## config.mk

```make
export PLATFORM = sky130hd
export DESIGN_NAME = hcvt_half2single
export DESIGN_NICKNAME = d
export VERILOG_FILES = /design/src/rtl/hcvt_pkg.sv /design/src/rtl/hcvt_classify.sv /design/src/rtl/hcvt_subnorm.sv /design/src/rtl/hcvt_except.sv /design/src/rtl/hcvt_half2single.sv
export SDC_FILE = /design/constraint.sdc
export NUM_CORES = 1
export LEC_CHECK = 0
export BUFFER_PORTS_ARGS = -buffer_cell sky130_fd_sc_hd__buf_2
export CAP_MARGIN = 20
export CORE_MARGIN = 2
export CORE_UTILIZATION = 30
export CTS_BUF_LIST = sky130_fd_sc_hd__clkbuf_8
export CTS_CLUSTER_DIAMETER = 30
export CTS_CLUSTER_SIZE = 25
export DETAILED_ROUTE_END_ITERATION = 10
export PLACE_DENSITY = 0.64
export SYNTH_ARGS = -nofsm -noshare
export SYNTH_HDL_FRONTEND = slang
export SYNTH_SLANG_ARGS = --single-unit
```

## constraint.sdc

```tcl
create_clock -name clk -period 2.86 [get_ports clk]
set_input_delay 0.286 -clock clk [delete_from_list [all_inputs] [get_ports clk]]
set_output_delay 0.286 -clock clk [all_outputs]
set_load 0.05 [all_outputs]
```

## src/rtl/hcvt_pkg.sv

```systemverilog
package hcvt_pkg;
  typedef enum logic [2:0] {
    CLS_ZERO = 3'd0,
    CLS_SUB  = 3'd1,
    CLS_NORM = 3'd2,
    CLS_INF  = 3'd3,
    CLS_QNAN = 3'd4,
    CLS_SNAN = 3'd5
  } fclass_t;

  localparam int N_EXC       = 8;
  localparam int EXC_INVALID = 0;
  localparam int EXC_DIVZERO = 1;
  localparam int EXC_OVERFLW = 2;
  localparam int EXC_UNDERFL = 3;
  localparam int EXC_INEXACT = 4;
  localparam int EXC_INDENRM = 7;
endpackage

```

## src/rtl/hcvt_classify.sv

```systemverilog
module hcvt_classify
  import hcvt_pkg::*;
#(
  parameter int EXP_W  = 5,
  parameter int FRAC_W = 10
) (
  input  logic [EXP_W-1:0]  exp_i,
  input  logic [FRAC_W-1:0] frac_i,
  input  logic              alt_range_i,
  output fclass_t           cls_o
);
  localparam logic [EXP_W-1:0] EXP_TOP = {EXP_W{1'b1}};

  logic exp_zero, exp_full, frac_zero, quiet_bit;

  assign exp_zero  = (exp_i == '0);
  assign exp_full  = (exp_i == EXP_TOP);
  assign frac_zero = (frac_i == '0);
  assign quiet_bit = frac_i[FRAC_W-1];

  always_comb begin
    if (exp_zero) begin
      cls_o = frac_zero ? CLS_ZERO : CLS_SUB;
    end else if (exp_full && !alt_range_i) begin
      if (frac_zero)      cls_o = CLS_INF;
      else if (quiet_bit) cls_o = CLS_QNAN;
      else                cls_o = CLS_SNAN;
    end else begin
      cls_o = CLS_NORM;
    end
  end
endmodule

```

## src/rtl/hcvt_subnorm.sv

```systemverilog
module hcvt_subnorm #(
  parameter int IN_W  = 10,
  parameter int OUT_W = 23,
  parameter int POS_W = $clog2(IN_W)
) (
  input  logic [IN_W-1:0]  frac_i,
  output logic [POS_W-1:0] lead_o,
  output logic [OUT_W-1:0] frac_o
);
  logic [OUT_W:0] aligned;
  logic [IN_W-1:0] hit;

  // highest set bit wins: later (higher) indices overwrite earlier ones
  genvar g;
  generate
    for (g = 0; g < IN_W; g++) begin : g_hit
      assign hit[g] = frac_i[g];
    end
  endgenerate

  always_comb begin
    lead_o = '0;
    for (int k = 0; k < IN_W; k++) begin
      if (hit[k]) lead_o = POS_W'(k);
    end
  end

  // move the leading one to bit OUT_W, then drop it
  always_comb begin
    aligned = (OUT_W+1)'(frac_i) << (OUT_W - int'(lead_o));
    frac_o  = aligned[OUT_W-1:0];
  end
endmodule

```

## src/rtl/hcvt_except.sv

```systemverilog
module hcvt_except #(
  parameter int NEXC = 8
) (
  input  logic [NEXC-1:0] raise_i,
  input  logic [NEXC-1:0] trap_en_i,
  output logic [NEXC-1:0] flags_o,
  output logic            trap_o
);
  logic [NEXC-1:0] taken;

  genvar k;
  generate
    for (k = 0; k < NEXC; k++) begin : g_route
      assign taken[k]   = raise_i[k] & trap_en_i[k];
      assign flags_o[k] = raise_i[k] & ~trap_en_i[k];
    end
  endgenerate

  assign trap_o = |taken;
endmodule

```

## src/rtl/hcvt_half2single.sv

```systemverilog
module hcvt_half2single
  import hcvt_pkg::*;
#(
  parameter int HEXP_W  = 5,
  parameter int HFRAC_W = 10,
  parameter int SEXP_W  = 8,
  parameter int SFRAC_W = 23
) (
  input  logic                         clk,
  input  logic                         rst,
  input  logic                         in_valid,
  input  logic [HEXP_W+HFRAC_W:0]      in_half,
  input  logic                         alt_range,
  input  logic                         canon_nan,
  input  logic [N_EXC-1:0]             trap_en,
  output logic                         out_valid,
  output logic [SEXP_W+SFRAC_W:0]      out_word,
  output logic [N_EXC-1:0]             exc_flags,
  output logic                         trap_req
);
  localparam int HW       = HEXP_W + HFRAC_W + 1;
  localparam int SW       = SEXP_W + SFRAC_W + 1;
  localparam int HBIAS    = (1 << (HEXP_W - 1)) - 1;
  localparam int SBIAS    = (1 << (SEXP_W - 1)) - 1;
  localparam int EXP_ADJ  = SBIAS - HBIAS;
  localparam int SUB_EXP  = SBIAS - HBIAS - HFRAC_W + 1;
  localparam int FSHIFT   = SFRAC_W - HFRAC_W;
  localparam int POS_W    = $clog2(HFRAC_W);
  localparam int PAY_W    = HFRAC_W - 1;
  localparam logic [SEXP_W-1:0] SEXP_TOP = {SEXP_W{1'b1}};

  logic                 h_sign;
  logic [HEXP_W-1:0]    h_exp;
  logic [HFRAC_W-1:0]   h_frac;
  fclass_t              cls;
  logic [POS_W-1:0]     lead;
  logic [SFRAC_W-1:0]   sub_frac;
  logic [SW-1:0]        word_c;
  logic [N_EXC-1:0]     raise_c, flags_c;
  logic                 trap_c;

  assign h_sign = in_half[HW-1];
  assign h_exp  = in_half[HW-2:HFRAC_W];
  assign h_frac = in_half[HFRAC_W-1:0];

  hcvt_classify #(.EXP_W(HEXP_W), .FRAC_W(HFRAC_W)) u_cls (
    .exp_i       (h_exp),
    .frac_i      (h_frac),
    .alt_range_i (alt_range),
    .cls_o       (cls)
  );

  hcvt_subnorm #(.IN_W(HFRAC_W), .OUT_W(SFRAC_W), .POS_W(POS_W)) u_sub (
    .frac_i (h_frac),
    .lead_o (lead),
    .frac_o (sub_frac)
  );

  // result word per class
  always_comb begin
    unique case (cls)
      CLS_ZERO: word_c = {h_sign, {(SW-1){1'b0}}};
      CLS_SUB:  word_c = {h_sign, SEXP_W'(int'(lead) + SUB_EXP), sub_frac};
      CLS_INF:  word_c = {h_sign, SEXP_TOP, {SFRAC_W{1'b0}}};
      CLS_QNAN, CLS_SNAN: begin
        if (canon_nan)
          word_c = {1'b0, SEXP_TOP, 1'b1, {(SFRAC_W-1){1'b0}}};
        else
          word_c = {h_sign, SEXP_TOP, 1'b1, h_frac[PAY_W-1:0],
                    {(SFRAC_W-1-PAY_W){1'b0}}};
      end
      default:  word_c = {h_sign, SEXP_W'(int'(h_exp) + EXP_ADJ),
                          h_frac, {FSHIFT{1'b0}}};
    endcase
  end

  always_comb begin
    raise_c              = '0;
    raise_c[EXC_INVALID] = (cls == CLS_SNAN);
  end

  hcvt_except #(.NEXC(N_EXC)) u_exc (
    .raise_i   (raise_c),
    .trap_en_i (trap_en),
    .flags_o   (flags_c),
    .trap_o    (trap_c)
  );

  always_ff @(posedge clk) begin
    if (rst) begin
      out_valid <= 1'b0;
      out_word  <= '0;
      exc_flags <= '0;
      trap_req  <= 1'b0;
    end else begin
      out_valid <= in_valid;
      if (in_valid) begin
        out_word  <= word_c;
        exc_flags <= flags_c;
        trap_req  <= trap_c;
      end else begin
        exc_flags <= '0;
        trap_req  <= 1'b0;
      end
    end
  end


  valid_follow_chk: assert property (@(posedge clk) disable iff (rst)
    in_valid |=> out_valid);


  idle_quiet_chk: assert property (@(posedge clk) disable iff (rst)
    !in_valid |=> (!out_valid && exc_flags == '0 && !trap_req));


  flag_or_trap_chk: assert property (@(posedge clk) disable iff (rst)
    !(trap_req && exc_flags[EXC_INVALID]));


  only_invalid_chk: assert property (@(posedge clk) disable iff (rst)
    exc_flags[N_EXC-1:1] == '0);


  inf_word_chk: assert property (@(posedge clk) disable iff (rst)
    (in_valid && !alt_range && h_exp == '1 && h_frac == '0)
      |=> out_word[SW-2:0] == {SEXP_TOP, {SFRAC_W{1'b0}}});


  alt_quiet_chk: assert property (@(posedge clk) disable iff (rst)
    (in_valid && alt_range) |=> (exc_flags == '0 && !trap_req));


  snan_raise_chk: assert property (@(posedge clk) disable iff (rst)
    (in_valid && !alt_range && h_exp == '1 && h_frac != '0 && !h_frac[HFRAC_W-1])
      |=> (trap_req || exc_flags[EXC_INVALID]));
endmodule

```

==> metrics, run 1 <==
share of final-layout standard cells stronger than drive strength 1 26.6%; core footprint 6240 um2; count of flip-flops with a built-in enable after synthesis 0; maximum vdd drop 0.307 mV; Worst R2R Setup Slack 1.90 ns; share of synthesized area occupied by flip-flops and latches 35.6%; CTS H-Tree Depth 2; maximum fanout along the worst path 10; pin count of the biggest net entering global routing 33; starting utilization of the core area 30.6%; tightest hold margin 0.174 ns; endpoint kind of the worst setup timing path flip-flop; end of the worst register-to-register path out_word[19]; Placed Instance Area 2160 um2; end point of the most critical hold path exc_flags[0]; area used by multi-input combinational logic 1060 um2; last weighted congestion value of the routability-driven placer 0.891; share of synthesized cell area in full adder, half adder and majority cells 0.655%; status finished clean; max-slew violation count 0; kind of launch point of the worst setup path input pin; Seq. cell area 681 um2; ratio of total power to cell area 570 nW/um2; CP Data Required Time 3.05 ns; clock tree skew after final layout 0 ns; dpl hpwl 3510 um; HP Start trap_en[0]; path class of the lowest-slack min-delay path input pin to flip-flop; top flip-flop cell by instance count after synthesis sky130_fd_sc_hd__dfxtp_1; post-layout min period 1.90 ns; final hold vios 0; remaining global-route overflow 0; count of antenna-violating nets left after detailed routing 0; final worst path period share 66.4%; detailed-route DRC error count 0; synthesized instance count 234; Non-Filler Instances 355; # placed instances 347; fraction of post-synthesis cell area in the top cell type by area 35.6%; synthesized cell area 1910 um2; largest area contributor in the synthesized netlist sky130_fd_sc_hd__dfxtp_1; multiplexer share of the synthesized area 3.86%; sum of negative setup slack 0 ns; largest cells by area after synthesis sky130_fd_sc_hd__dfxtp_1, sky130_fd_sc_hd__nor2_1, sky130_fd_sc_hd__and2_1, sky130_fd_sc_hd__nand2_1, sky130_fd_sc_hd__buf_4; Data arrival, critical path 2.09 ns; IO buf count 56; worst setup slack after placement 0.684 ns; async set-reset flop share out of synthesis 0%; clock latency of the later-clocked register in the worst-skew pair 0.28 ns; vias per inst 5.06; worst reg-to-reg path cell count 5; FF+latch count, synth 34; first-iteration detailed-routing DRC count 127; top cells by count, synth sky130_fd_sc_hd__dfxtp_1, sky130_fd_sc_hd__nor2_1, sky130_fd_sc_hd__nand2_1; Layout Utilization 36.8%; Crit Path Category input pin to flip-flop; FILL cells 660; ports placed on the boundary 71; number of cells on the worst hold path 2; number of antenna violations at the first check in global routing 0; # hold bufs at CTS 0; number of gates resized after cts 0; synthesis-to-layout area growth 20.4%; total routing resource utilization after global routing 14.6%; unique cell type count in the Yosys netlist 50; final non-filler cell area 2300 um2; Worst slew margin 52.5%; Synth Area in XOR/XNOR 0%; synthesized-area fraction occupied by ao, oa, aoi and oai cells 22.7%; power after layout 1.31 mW; via count of the first global-routing pass 1710; start of the worst register-to-register path out_word[19]; number of synthesis warnings 0; clock tree from TritonCTS yes; min setup slack post-route 0.960 ns; Num CTS Buffers 5; Total Die Area 7020 um2; max-cap viol count 0; wire length of the first global-routing pass 8440 um; main combinational cell family by area after synthesis simple AND/OR/NAND/NOR gates; clk slew on worst S/H paths 0.07 ns; buffer levels on the longest clock path 2; routed length per placed instance 13.7 um; setup-violating endpoint count in the final report 0; simple-gate share of the synthesized area 27.0%; Avg Cell Area, Syn 8.16 um2; clock tree root buffer cell sky130_fd_sc_hd__clkbuf_8; Core Rows 29; actual slew at the worst max-slew pin 0.710 ns; 1st-pass router iterations 4; fmax 526 MHz; Total Wirelength 4860 um; LEAKAGE 1.05 nW; most common cell in the synthesized netlist sky130_fd_sc_hd__dfxtp_1; number of antenna cells inserted 0; number of setup buffers added after CTS 0; Post-layout nets 307; routed via count 1796; Die X 83.8 um; Die Y-Extent 83.8 um; clock sinks 34; RSZ-0062 raised after global routing no
-- flip-flops by register name (all words and copies together), names as in the netlist --
register,cells
trap_req,1
exc_flags,1
out_word,31
out_valid,1
-- worst max-delay path by stage --
stage                          start  slack, ns  cells after the start           end
final                     in_half[1]       0.96                      9  out_word[25]
after global routing      in_half[1]       0.79                      9  out_word[25]
after CTS                 in_half[1]       0.96                      9  out_word[25]
after detailed placement  in_half[1]       0.68                      9  out_word[25]
after global placement    in_half[1]       0.70                      9  out_word[25]
after floorplan           in_half[1]       0.95                     10  out_word[25]
-- final cells by class --
cell class / count / area share [%]
clock buffer: 6 / 3.59
clock inverter: 2 / 2.61
inverter: 6 / 0.979
multi-input combinational: 172 / 46.2
sequential: 34 / 29.6
tap: 77 / 4.19
timing repair buffer: 58 / 12.8
-- critical path, cell delays in order --
cell                       delay [ns]
sky130_fd_sc_hd__buf_2           0.20
sky130_fd_sc_hd__nor3b_2         0.22
sky130_fd_sc_hd__nor3_2          0.09
sky130_fd_sc_hd__o311ai_4        0.37
sky130_fd_sc_hd__inv_1           0.15
sky130_fd_sc_hd__ha_1            0.25
sky130_fd_sc_hd__a311oi_1        0.23
sky130_fd_sc_hd__nor2_1          0.06
sky130_fd_sc_hd__a211oi_1        0.23
-- metal layers --
metal | up-vias | wire length, um | global-route usage [%]
li1 | 901 | - | -
met2 | 68 | 2200 | 22.6
met5 | - | 0 | 0
met3 | 4 | 335 | 4.15
met1 | 823 | 2270 | 19.6
met4 | 0 | 45 | 4.69
-- placed cells by master, fill, tap and decap left out, drive strengths merged, types with 4 or more instances in the layout --
cell / Yosys / layout
mux2i: 4 / 4
a211oi: 7 / 7
a22oi: 4 / 4
inv: 6 / 6
nor2: 32 / 32
nand3: 5 / 5
nor3: 8 / 8
nor2b: 7 / 7
dfxtp: 34 / 34
nand2: 21 / 21
o21ai: 8 / 8
buf: 20 / 58
conb: 1 / 7
o22ai: 4 / 4
clkbuf: 8 / 6
a21oi: 8 / 8
and2: 16 / 16
o211ai: 4 / 4
-- power by group --
group          total [mW]  leakage (nW)  switching (mW)  internal (mW)
Combinational       0.263         0.700           0.191         0.0723
Sequential          0.500         0.279         0.00829          0.492
Clock               0.547        0.0714           0.175          0.372
-- kinds of logic (layout without fill, tap and decap cells) --
logic type,Yosys count,after routing
compound gates,57,57
fa+ha+maj,1,1
buf+inv,34,72
flops,34,34
mux,7,7
other cells,1,7
simple gates,100,100
Note: power is estimated with default switching activity, not from simulation.
==> run 2: changes to the inputs <==
--- a/config.mk
+++ b/config.mk
@@ -5,6 +5,7 @@
 export SDC_FILE = /design/constraint.sdc
 export NUM_CORES = 1
 export LEC_CHECK = 0
+export ABC_AREA = 1
 export BUFFER_PORTS_ARGS = -buffer_cell sky130_fd_sc_hd__buf_2
 export CAP_MARGIN = 20
 export CORE_MARGIN = 2
==> constraint.sdc (replaced) <==
create_clock -name clk -period 1.95 [get_ports clk]
set_input_delay 0.195 -clock clk [delete_from_list [all_inputs] [get_ports clk]]
set_output_delay 0.195 -clock clk [all_outputs]
set_load 0.05 [all_outputs]
==> run 2 against run 1 <==
  * Synthesized cell count rose by 16%
  * Via count rose by 10%
  * Non-clock buffer count grew 4
  * Core utilization is 2.5 points higher
  * Flip-flop and latch count unchanged
  * Worst hold slack got worse by 0.11 ns
  * Register-to-register slack lost 0.60 ns
  * Critical endpoint is now out_word[29]
  * Largest power group unchanged
==> metrics, run 2 <==
most used cells in the layout excluding fill and tap cells sky130_fd_sc_hd__nand2_1, sky130_fd_sc_hd__buf_2, sky130_fd_sc_hd__nand3_1, sky130_fd_sc_hd__dfxtp_1, sky130_fd_sc_hd__nor2_1; top cells by count, synth sky130_fd_sc_hd__nand2_1, sky130_fd_sc_hd__dfxtp_1, sky130_fd_sc_hd__nand3_1; part of the power in registers 38.2%; remaining global-route overflow 0; most frequent standard cell in the layout excluding fill and tap cells sky130_fd_sc_hd__nand2_1; min setup slack post-route 0.553 ns; unique cell type count in the Yosys netlist 31; Non-Filler Instances 409; kind of launch point of the worst setup path input pin; worst setup slack after placement 0.263 ns; CP Data Required Time 2.14 ns; vias per inst 4.85; ratio of total power to cell area 813 nW/um2; first-iteration detailed-routing DRC count 148; final hold vios 0; Avg Cell Area, Syn 6.89 um2; clock tree skew after final layout 0 ns; maximum vdd drop 0.507 mV; clock power share 40.8%; routed length per placed instance 12.4 um; clock sinks 34; largest area contributor in the synthesized netlist sky130_fd_sc_hd__dfxtp_1; async set-reset flop share out of synthesis 0%; sum of negative setup slack 0 ns; Crit Path Category input pin to flip-flop; fraction of post-synthesis cell area in the top cell type by area 36.3%; clock tree from TritonCTS yes; synthesis-to-layout area growth 25.9%; routed via count 1984; IO buf count 56; share of synthesized area occupied by flip-flops and latches 36.3%; Die Y-Extent 83.0 um; Core Rows 28; buffer levels on the longest clock path 2; # hold bufs at CTS 0; FF+latch count, synth 34; max-slew violation count 0; final worst path period share 71.6%; number of antenna cells inserted 0; fmax 716 MHz; clock latency of the later-clocked register in the worst-skew pair 0.29 ns; largest cells by area after synthesis sky130_fd_sc_hd__dfxtp_1, sky130_fd_sc_hd__nand2_1, sky130_fd_sc_hd__nand3_1, sky130_fd_sc_hd__nor2_1, sky130_fd_sc_hd__o21ai_0; count of flip-flops with a built-in enable after synthesis 0; share of final-layout standard cells stronger than drive strength 1 29.6%; LEAKAGE 1.19 nW; Data arrival, critical path 1.58 ns; top flip-flop cell by instance count after synthesis sky130_fd_sc_hd__dfxtp_1; total routing resource utilization after global routing 15.2%; max-cap viol count 0; Die X 83.0 um; power after layout 1.92 mW; most common cell in the synthesized netlist sky130_fd_sc_hd__nand2_1; synthesized instance count 272; share of total power consumed by net switching 30.3%; Total Die Area 6900 um2; starting utilization of the core area 31.3%; CTS H-Tree Depth 2; part of the total power dissipated in combinational logic 21.0%; number of synthesis warnings 0; core footprint 5990 um2; # placed instances 401; number of antenna violations at the first check in global routing 0; internal power 1.34 mW; Largest Register out_word; RSZ-0062 raised after global routing no; status finished clean; ports placed on the boundary 71; synthesized cell area 1870 um2; path class of the lowest-slack min-delay path input pin to flip-flop; number of gates resized after cts 0; number of setup buffers added after CTS 0; 1st-pass router iterations 4; Total Wirelength 5080 um; count of antenna-violating nets left after detailed routing 0; endpoint kind of the worst setup timing path flip-flop; net switching power figure 0.582 mW; dpl hpwl 3850 um; via count of the first global-routing pass 1916; Post-layout nets 363; last weighted congestion value of the routability-driven placer 1.01; number of flip-flops in the largest register 31; setup-violating endpoint count in the final report 0; tightest hold margin 0.0671 ns; clock tree root buffer cell sky130_fd_sc_hd__clkbuf_8; maximum fanout along the worst path 8; wire length of the first global-routing pass 8700 um; pin count of the biggest net entering global routing 27; Num CTS Buffers 5; detailed-route DRC error count 0; post-layout min period 1.40 ns; clk slew on worst S/H paths 0.08 ns
==> run 2: cell count changes in the layout (fill, tap and decap cells not counted), sizes merged, moves of 4 or more <==
cell	change
a211oi	-7
a21oi	+12
a22oi	-4
and2	-16
buf	+4
inv	+21
mux2i	-4
nand2	+48
nand3	+34
nor2	-4
nor2b	-7
nor3	-6
o21ai	+11
o22ai	-4
==> run 2: cell type report <==
type / count / area, um2
Clock inverter: 3 / 68.8
Multi-Input combinational cell: 201 / 1010
Sequential cell: 34 / 681
Fill cell: 609 / 3630
Clock buffer: 5 / 68.8
Inverter: 29 / 109
Tap cell: 75 / 93.8
Timing Repair Buffer: 62 / 325
==> run 2: worst paths after layout <==
check        cells past startpoint  slack [ns]         start      endpoint
max reg2reg                      2        1.30  out_word[19]  out_word[19]
min                              2        0.07    trap_en[0]  exc_flags[0]
min reg2reg                      2        0.43  out_word[11]  out_word[11]
max                             11        0.55    in_half[9]  out_word[29]
==> run 2: metrics by stage <==
stage | instance area (um2) | utilization, %
floorplan | 1900 | -
global placement | 2220 | 37.1
detailed placement | 2220 | 37.1
CTS | 2360 | 39.4
global route | 2360 | 39.4
finish | 2360 | 39.4
==> run 2: critical path, stage by stage <==
cell and delay [ns]:
sky130_fd_sc_hd__buf_2 0.14, sky130_fd_sc_hd__nor2_4 0.21, sky130_fd_sc_hd__nand4_1 0.14, sky130_fd_sc_hd__nor2_2 0.18
sky130_fd_sc_hd__inv_2 0.08, sky130_fd_sc_hd__nand2_1 0.10, sky130_fd_sc_hd__nand3_1 0.15, sky130_fd_sc_hd__a21oi_2 0.17
sky130_fd_sc_hd__nand2_1 0.07, sky130_fd_sc_hd__o211ai_1 0.08, sky130_fd_sc_hd__inv_1 0.05
==> run 2: routing by layer <==
metal	GRT usage [%]	vias up	routed length [um]
met2	24.5	68	2290
met4	3.58	0	32
met3	4.17	3	335
met1	20.1	909	2420
met5	0	-	0
li1	-	1004	-
==> run 2: power groups by stage <==
stage,sequential [mW],combinational [mW],clock [mW]
3_3_place_gp,0.748,0.401,0
6_report,0.733,0.402,0.784
3_5_place_dp,0.749,0.401,0
5_1_grt,0.737,0.438,0.837
2_1_floorplan,0.843,0.211,0
4_1_cts,0.733,0.401,0.803
==> run 2: logic make-up (layout without fill, tap and decap cells) <==
| kind of cell | after synthesis | in the layout | share of synthesized area (%) |
|---|---|---|---|
| AOI/OAI and AO/OA | 46 | 46 | 14.1 |
| buffers and inverters | 43 | 99 | 10.8 |
| other | 1 | 7 | 0.200 |
| DFF | 34 | 34 | 36.3 |
| and+or+nand+nor | 147 | 147 | 37.9 |
| adders and majority gates | 1 | 1 | 0.667 |
==> run 3: changes to the inputs <==
==> constraint.sdc (replaced) <==
create_clock -name clk -period 1.5 [get_ports clk]
set_input_delay 0.15 -clock clk [delete_from_list [all_inputs] [get_ports clk]]
set_output_delay 0.15 -clock clk [all_outputs]
set_load 0.05 [all_outputs]
==> run 3 against run 2 <==
  * Clock skew did not move
  * Register-to-register slack worse by 0.46 ns
  * Total power rose by 14%
  * Worst setup slack worse by 0.34 ns
  * Critical endpoint is now out_word[16]
  * Largest cell class unchanged
  * Largest power group is now registers
==> metrics, run 3 (synthesis results as in run 2) <==
status finished clean; RSZ-0062 raised after global routing no; fmax 775 MHz; maximum vdd drop 0.489 mV; post-layout min period 1.29 ns; detailed-route DRC error count 0; number of antenna violations at the first check in global routing 0; Crit Path Category input pin to flip-flop; endpoint kind of the worst setup timing path flip-flop; Worst slew margin 65.6%; Placed Instance Area 2570 um2; power after layout 2.20 mW; 1st-pass router iterations 4; via count of the first global-routing pass 2052; Largest Register out_word; clock sinks 34; Num CTS Buffers 5; last weighted congestion value of the routability-driven placer 0.998; Layout Utilization 44.3%; # placed instances 441; synthesis-to-layout area growth 41.5%; sum of negative setup slack 0 ns; CTS H-Tree Depth 2; CP Data Required Time 1.68 ns; clock tree root buffer cell sky130_fd_sc_hd__clkbuf_8; final non-filler cell area 2650 um2; max-cap viol count 0; FILL cells 642; number of antenna cells inserted 0; Die X 83.0 um; setup-violating endpoint count in the final report 0; wire length of the first global-routing pass 9200 um; core footprint 5990 um2; LEAKAGE 1.37 nW; Data arrival, critical path 1.47 ns; maximum fanout along the worst path 8; count of antenna-violating nets left after detailed routing 0; final hold vios 0; actual slew at the worst max-slew pin 0.515 ns; most used cells in the layout excluding fill and tap cells sky130_fd_sc_hd__nand2_1, sky130_fd_sc_hd__buf_2, sky130_fd_sc_hd__buf_4, sky130_fd_sc_hd__nand3_1, sky130_fd_sc_hd__dfxtp_1; Non-Filler Instances 448; worst setup slack after placement -0.0886 ns; clock latency of the later-clocked register in the worst-skew pair 0.28 ns; final worst path period share 86.1%; most frequent standard cell in the layout excluding fill and tap cells sky130_fd_sc_hd__nand2_1; starting utilization of the core area 31.3%; tightest hold margin 0.0456 ns; first-iteration detailed-routing DRC count 117; remaining global-route overflow 0; number of setup buffers added after CTS 0; total routing resource utilization after global routing 15.8%; routed via count 2110; clock tree from TritonCTS yes; min setup slack post-route 0.209 ns; number of flip-flops in the largest register 31; routed length per placed instance 12.0 um; ratio of total power to cell area 828 nW/um2; # hold bufs at CTS 0; Post-layout nets 403; number of gates resized after cts 0; IO buf count 56; Total Wirelength 5400 um; pin count of the biggest net entering global routing 19; path class of the lowest-slack min-delay path input pin to flip-flop; vias per inst 4.71; Die Y-Extent 83.0 um; buffer levels on the longest clock path 2; clock tree skew after final layout 0 ns; kind of launch point of the worst setup path input pin; Total Die Area 6900 um2; Core Rows 28; dpl hpwl 4200 um; clk slew on worst S/H paths 0.07 ns; ports placed on the boundary 71; max-slew violation count 0; share of final-layout standard cells stronger than drive strength 1 37.0%
-- run 3: changes by cell type in the layout (fill, tap and decap cells not counted) --
cell	change
sky130_fd_sc_hd__buf_12	+4
sky130_fd_sc_hd__clkinv_4	-1
sky130_fd_sc_hd__clkinv_2	+2
sky130_fd_sc_hd__buf_4	+36
sky130_fd_sc_hd__bufinv_16	-2
-- run 3: routing by layer --
metal  vias to the layer above  share of wire (%)  global-route usage, %  wire length (um)
met3                         2                7.7                   4.47               413
met1                       941                 47                   20.5              2530
li1                       1083                  -                      -                 -
met5                         -                  0                      0                 0
met4                         0               0.28                   2.83                15
met2                        84                 45                   26.5              2440
-- run 3: layout make-up --
class	count	area (um2)	share of cell area, %
clock buffer	5	68.8	2.60
clock inverter	2	10.0	0.378
inverter	29	109	4.11
multi-input combinational	201	1010	38.2
sequential	34	681	25.7
tap	75	93.8	3.54
timing repair buffer	102	676	25.5
-- run 3: where the power goes --
| group | internal, mW | switching [mW] |
|---|---|---|
| clock | 0.311 | 0.320 |
| sequential | 0.938 | 0.0160 |
| combinational | 0.208 | 0.403 |
| total | 1.46 | 0.739 |
-- run 3: path summary, 6_finish.rpt --
check	slack, ns	depth (start not counted)	endpoint	start
min reg2reg	0.43	2	out_word[3]	out_word[3]
max reg2reg	0.84	2	out_word[18]	out_word[18]
max	0.21	10	out_word[16]	in_half[11]
min	0.05	2	exc_flags[0]	trap_en[0]
-- run 3: worst max-delay path, cell delays in order --
cell and delay (ns):
sky130_fd_sc_hd__buf_2 0.10, sky130_fd_sc_hd__or2_1 0.25, sky130_fd_sc_hd__nor4_4 0.20, sky130_fd_sc_hd__inv_2 0.06, sky130_fd_sc_hd__nand2_1 0.14, sky130_fd_sc_hd__nand2_2 0.17
sky130_fd_sc_hd__a21oi_1 0.18, sky130_fd_sc_hd__nand3_1 0.10, sky130_fd_sc_hd__o211ai_1 0.08, sky130_fd_sc_hd__inv_1 0.05
